<file path="src/rtl/memmap_pkg.sv">
package memmap_pkg;
  // Mapping state handed from the control register to the decoder.
  typedef struct packed {
    logic overlayOn;   // boot ROM shadows reads of the lower half
    logic charEn;      // video window reaches the character RAM
  } mapCtrl_t;

  localparam mapCtrl_t MAP_RESET = '{overlayOn: 1'b1, charEn: 1'b0};
endpackage

</file>
<file path="src/rtl/memmap_control.sv">
module memmap_control
  import memmap_pkg::*;
#(
  parameter int DATA_W  = 8,
  parameter int OVL_BIT = 0,
  parameter int CHR_BIT = 1
) (
  input  logic              clk,
  input  logic              rstN,
  input  logic              ctrlWr,
  input  logic [DATA_W-1:0] dataIn,
  output mapCtrl_t          mapCtrl
);
  mapCtrl_t mapNext;

  always_comb begin
    mapNext = mapCtrl;
    if (ctrlWr) begin
      mapNext.overlayOn = ~dataIn[OVL_BIT];
      mapNext.charEn    = dataIn[CHR_BIT];
    end
  end

  always_ff @(posedge clk or negedge rstN) begin
    if (!rstN) mapCtrl <= MAP_RESET;
    else       mapCtrl <= mapNext;
  end
endmodule

</file>
<file path="src/rtl/memmap_datapath.sv">
module memmap_datapath
  import memmap_pkg::*;
#(
  parameter int                ADDR_W     = 16,
  parameter int                PORT_W     = 8,
  parameter int                BANK_W     = 4,
  parameter int                DEV_SPAN_W = 2,
  parameter logic [PORT_W-1:0] CTRL_PORT  = 8'h0B,
  parameter logic [PORT_W-1:0] PIO_BASE   = 8'h00,
  parameter logic [PORT_W-1:0] CRTC_BASE  = 8'h0C
) (
  input  logic [ADDR_W-1:0] addr,
  input  logic              mreqN,
  input  logic              iorqN,
  input  logic              rdN,
  input  logic              wrN,
  input  logic              m1N,
  input  mapCtrl_t          mapCtrl,
  output logic              ctrlWr,
  output logic              romLoSel,
  output logic              ramSel,
  output logic              romHiSel,
  output logic              scrSel,
  output logic              charSel,
  output logic              pioSel,
  output logic              crtcSel
);
  localparam int                NUM_DEV  = 2;
  localparam logic [BANK_W-1:0] WIN_BANK = {BANK_W{1'b1}};

  logic [BANK_W-1:0] bank;
  logic [PORT_W-1:0] port;
  logic memCycle, ioCycle, lowHalf, inWindow, bootRead;
  logic [NUM_DEV-1:0] devHit;

  assign bank     = addr[ADDR_W-1 -: BANK_W];
  assign port     = addr[PORT_W-1:0];
  assign memCycle = ~mreqN;
  assign ioCycle  = ~iorqN & m1N;
  assign lowHalf  = ~addr[ADDR_W-1];
  assign inWindow = (bank == WIN_BANK);
  assign bootRead = mapCtrl.overlayOn & ~rdN;

  // Memory map
  assign romLoSel = memCycle & lowHalf & bootRead;
  assign ramSel   = memCycle & lowHalf & ~bootRead;
  assign romHiSel = memCycle & ~lowHalf & ~inWindow;
  assign scrSel   = memCycle & inWindow & ~mapCtrl.charEn;
  assign charSel  = memCycle & inWindow & mapCtrl.charEn;

  // Port decoding: one aligned block of 2**DEV_SPAN_W ports per device
  for (genvar d = 0; d < NUM_DEV; d++) begin : g_dev
    localparam logic [PORT_W-1:0] BASE = (d == 0) ? PIO_BASE : CRTC_BASE;
    assign devHit[d] = ioCycle &
                       (port[PORT_W-1:DEV_SPAN_W] == BASE[PORT_W-1:DEV_SPAN_W]);
  end

  assign pioSel  = devHit[0];
  assign crtcSel = devHit[1];
  assign ctrlWr  = ioCycle & ~wrN & (port == CTRL_PORT);
endmodule

</file>
<file path="src/rtl/memmap_decoder.sv">
module memmap_decoder
  import memmap_pkg::*;
#(
  parameter int ADDR_W = 16,
  parameter int DATA_W = 8,
  parameter int PORT_W = 8
) (
  input  logic              clk,
  input  logic              rstN,
  input  logic [ADDR_W-1:0] addr,
  input  logic [DATA_W-1:0] dataIn,
  input  logic              mreqN,
  input  logic              iorqN,
  input  logic              rdN,
  input  logic              wrN,
  input  logic              m1N,
  output logic              romLoSel,
  output logic              ramSel,
  output logic              romHiSel,
  output logic              scrSel,
  output logic              charSel,
  output logic              pioSel,
  output logic              crtcSel
);
  mapCtrl_t mapCtrl;
  logic     ctrlWr;

  memmap_control #(.DATA_W(DATA_W)) u_ctrl (
    .clk(clk), .rstN(rstN), .ctrlWr(ctrlWr), .dataIn(dataIn), .mapCtrl(mapCtrl)
  );

  memmap_datapath #(.ADDR_W(ADDR_W), .PORT_W(PORT_W)) u_dp (
    .addr(addr), .mreqN(mreqN), .iorqN(iorqN), .rdN(rdN), .wrN(wrN), .m1N(m1N),
    .mapCtrl(mapCtrl), .ctrlWr(ctrlWr),
    .romLoSel(romLoSel), .ramSel(ramSel), .romHiSel(romHiSel),
    .scrSel(scrSel), .charSel(charSel), .pioSel(pioSel), .crtcSel(crtcSel)
  );
endmodule

</file>
<file path="config.mk">
export PLATFORM = sky130hd
export DESIGN_NAME = memmap_decoder
export DESIGN_NICKNAME = d
export VERILOG_FILES = /design/src/rtl/memmap_pkg.sv /design/src/rtl/memmap_control.sv /design/src/rtl/memmap_datapath.sv /design/src/rtl/memmap_decoder.sv
export SDC_FILE = /design/constraint.sdc
export NUM_CORES = 1
export LEC_CHECK = 0
export BUFFER_PORTS_ARGS = -buffer_cell sky130_fd_sc_hd__buf_2
export CAP_MARGIN = 15
export CORE_AREA = 10 10 47 49
export DETAILED_ROUTE_END_ITERATION = 8
export DIE_AREA = 0 0 57 59
export GPL_TIMING_DRIVEN = 0
export PLACE_DENSITY = 0.55
export SYNTH_ARGS = -nofsm -noshare
export SYNTH_HDL_FRONTEND = slang
export SYNTH_SLANG_ARGS = --single-unit
</file>
<file path="constraint.sdc">
create_clock -name clk -period 2 [get_ports clk]
set_clock_uncertainty 0.1 [all_clocks]
set_input_delay 0.2 -clock clk [delete_from_list [all_inputs] [get_ports clk]]
set_output_delay 0.2 -clock clk [all_outputs]
set_load 0.01 [all_outputs]
</file>
# Word level (Yosys, flattened, before mapping)
# Index checks and enable logic that the tools add are counted.
[totals]
ramBits = 0
mem_count = 0
latchBits = 0
word_cells = 29
rom_bits = 0
inputBits = 31
reg_bits = 2
[classes]
addsub = 0
shifts = 0
mux = 0
eq_ne = 3
n_div = 0
n_reduce_logical = 1
bitwise_logic = 23
n_mul = 0
magnitude_cmp = 0
[op_table]
columns = ["operator", "n"]
rows = [
  ["bitwise AND 1 bit", 14],
  ["inverter 1 bit", 9],
  ["equality test 8 x 4 -> 1 bit (second input constant)", 1],
  ["equality test 6 x 2 -> 1 bit (second input constant)", 1],
  ["logical NOT 6 bit", 1],
  ["equality test 4 bit (second input constant)", 1],
]

# Logic depth before layout (Yosys ltp)
[logic_depth]
word_depth = 4
ltp_mapped = 3
ltp_nobuf = 3

# By module
# Synthesis repeated with hierarchy kept, for this count alone.
[unflattened]
hier_cells = 21
hier_area_um2 = 198.9
[modules_own_cells]
columns = ["module", "seq_area_each_um2", "instances", "cells_per_inst", "area_per_inst_um2"]
rows = [
  ["memmap_datapath", 0.0, 1, 16, 118.9],
  ["memmap_control", 51.3, 1, 5, 80.1],
]

# Worst setup path before layout
# No wires, ideal clock.
[synth_timing]
path_type = "reg2out"
from = "register, netlist name u_ctrl.mapCtrl[1]"
to = "output romLoSel"
stages_incl_launch_ff = 3
setup_slack_ns = 0.752
arrival_ns = 0.948
required_time_ns = 1.700
cell_sequence = "dfstp_2 -> inv_1 -> nor4_1"
[synth_via]
elab_chain_cells = 2
[synth_lines]
columns = ["item", "line", "rtl"]
rows = [
  ["bitwise AND 1 bit", "memmap_datapath.sv:42", "assign bootRead = mapCtrl.overlayOn & ~rdN;"],
  ["bitwise AND 1 bit", "memmap_datapath.sv:45", "assign romLoSel = memCycle & lowHalf & bootRead;"],
  ["to (decl)", "memmap_decoder.sv:17", "output logic romLoSel,"],
]
# No other way between the ends.

# Final worst setup path
[layout_timing]
from = "register, netlist name u_ctrl.mapCtrl[1]"
to = "output romLoSel"
[layout_via]
elab_chain_cells = 2
[layout_lines]
columns = ["item", "line"]
rows = [
  ["bitwise AND 1 bit", "memmap_datapath.sv:42"],
  ["bitwise AND 1 bit", "memmap_datapath.sv:45"],
]
# No other way between the ends.

==> summary.md <==
| Metric | Value |
|---|---|
| Status | finished clean |
| Reg with most FFs | u_ctrl.mapCtrl |
| Max rail drop VDD | 0.156 mV |
| DP HPWL | 703 um |
| Slew Limit Fails | 0 |
| Unique masters post-synth | 15 |
| Root buf cell | clkbuf_4 |
| Final worst slack | 0.516 ns |
| RR Endpoint | u_ctrl.mapCtrl[1] |
| Antenna Nets Post-Route | 0 |
| Cell taking the most area after synthesis | dfstp_2 |
| Worst r2r src | u_ctrl.mapCtrl[1] |
| Final nets | 86 |
| Fin Setup TNS | 0 ns |
| Largest register FFs | 2 |
| Critical path capture point type | primary output |
| Worst Tran Pin Value | 0.253 ns |
| Crit Path Max Fanout | 3 |
| P&R area growth vs syn | 98.1% |
| CTS sink cnt | 2 |
| Max-slew headroom | 0.831 |
| Final hold vios | 0 |
| Syn_nets | 53 |
| Most numerous cell in the Yosys netlist | nor3_1 |
| R2R Setup Slk | 1.13 ns |
| Top-area cell type share of the netlist area | 0.135 |
| Worst setup startpoint | u_ctrl.mapCtrl[1] |
| Num ports | 38 |
| Reg2reg path depth | 2 |
| Fmax | 674 MHz |
| Final worst path period share | 0.742 |
| CTS clk-pin slew, worst paths | 0.03 ns |
| Pre-antenna DRT Iters | 2 |
| Full die area | 3360 sq um |
| Number of flops mapped to enable cells by yosys | 0 |
| GRT Overall Usage | 0.0497 |
| DIE WIDTH | 57 um |
| I/O Buffers | 27 |
| Diodes inserted | 0 |
| Total chip power | 0.185 mW |
| Pin count of the biggest net entering global routing | 4 |
| Most instantiated cells after synthesis | 4 x nor3_1, 3 x nor2_1, 2 x inv_1, 2 x nand2_1 |
| Post_cts resized | 0 |
| Initial Util | 0.139 |
| Hold Path Depth | 2 |
| Seq/Total Area, Yosys | 0.263 |
| DR DRC count | 0 |
| Cells after synthesis | 22 |
| Main synth FF type | dfstp_2 |
| Mean routed wirelength per cell | 11.2 um |
| Die span in y | 59 um |
| H-Tree Depth | 1 |
| Setup CP Type | flip-flop to primary output |
| Ys Warns | 0 |
| Cell Rows | 14 |
| Min-delay src | dataIn[0] |
| Antenna violations before repair | 0 |
| Worst-Skew Late Latency | 0.23 ns |
| Post-layout min period | 1.48 ns |
| CTS tree | done |
| Detailed-route via count | 274 |
| Final WL | 784 um |
| Leakage | 0.236 nW |
| WHS Endpoint | u_ctrl.mapCtrl[1] |
| TritonCTS Buffers | 3 |
| Clock Path Buffers | 2 |
| MaxCap Viol Count | 0 |
| Dominant cells by area after synthesis | dfstp_2 13%, dfrtp_1 13%, nor4b_4 12% |
| Critical Path RT | 1.70 ns |
| Vias in the first global route | 333 |
| RSZ-0062 raised after global routing | no |
| First-pass GRT wire length | 1280 um |
| Post-Place Setup Slack | 0.631 ns |
| Top Registers | u_ctrl.mapCtrl x2 |
| Asr flop ratio synth | 1.00 |
| Final GP Congestion | 0.637 |
| Power Dens Cells | 478 nW/um^2 |
| Drt initial violations | 2 |
| Post-synthesis register bit count | 2 |
| Share of cells above drive strength 1 | 0.630 |
| Critical Path AT | 1.18 ns |
| Total core area | 1400 sq um |
| Post-Syn Area | 195 sq um |
| CP Launch Type | flip-flop |
| Gr ovfl total | 0 |
| Syn Area/Cell | 8.87 sq um |
| Hold crit path type | input port to flip-flop |
| # setup viols final | 0 |
| Fillers | 167 |
| Via density | 3.91 |
-- power by group --
group	switching (mW)	internal, mW	total [mW]
clock network	0.0293	0.0745	0.104
registers	0.000315	0.0416	0.0419
logic	0.0161	0.0230	0.0392
-- how the worst max path moves through the flow --
stage | endpoint | slack [ns] | depth (start not counted)
6_report | romLoSel | 0.52 | 3
5_1_grt | romLoSel | 0.43 | 3
4_1_cts | romLoSel | 0.51 | 3
3_5_place_dp | u_ctrl.mapCtrl[0] | 0.63 | 4
3_3_place_gp | u_ctrl.mapCtrl[0] | 0.64 | 4
2_1_floorplan | romLoSel | 0.75 | 2
-- metrics by stage --
step                      instance area, sq um  hold WS [ns]  cells   util
after floorplan                            195        -0.196     22      -
after global placement                     350        -0.112     65  0.250
after detailed placement                   350        -0.110     65  0.250
after CTS                                  387       0.00274     70  0.276
after global routing                       387       0.00686     70  0.276
final                                      387       0.00902     70  0.276
-- final cells by class --
type                       count  area, sq um  share of cell area
tap                           16         20.0              0.0518
inverter                       2         7.51              0.0194
clock buffer                   4         26.3              0.0680
timing repair buffer          28          145               0.375
multi-input combinational     18          136               0.353
sequential                     2         51.3               0.133
-- cell usage in the layout (no fill, tap or decap), types with 2 or more instances in the layout --
cell type and n:
inv_1 2, nand2_1 2, clkbuf_4 3, buf_2 27, nor2_1 3, nor3_1 4
-- logic make-up (layout without fill, tap and decap cells) --
kind of cell | Yosys count | after routing | share of synthesized area
buf+inv | 2 | 34 | 0.0385
mux | 2 | 2 | 0.128
flops | 2 | 2 | 0.263
simple gates | 16 | 16 | 0.571
-- timing repair --
item,CTS,global route
hold buffers,1,0
endpoints found under the hold margin,2,0
buffers inserted,0,0
-- critical path, stage by stage, from the launching register on --
cell and delay (ns):
dfstp_2 0.50, inv_1 0.06, nor4_1 0.22, buf_2 0.18
-- metal layers --
metal	track usage	wire [um]	part of all wire	vias to the layer above
met3	0.0258	94	0.12	4
met1	0.0452	314	0.40	108
li1	-	-	-	144
met5	0	0	0	-
met4	0.0604	30	0.038	0
met2	0.0729	345	0.44	18
No activity file was read; power rests on OpenSTA's default activity.
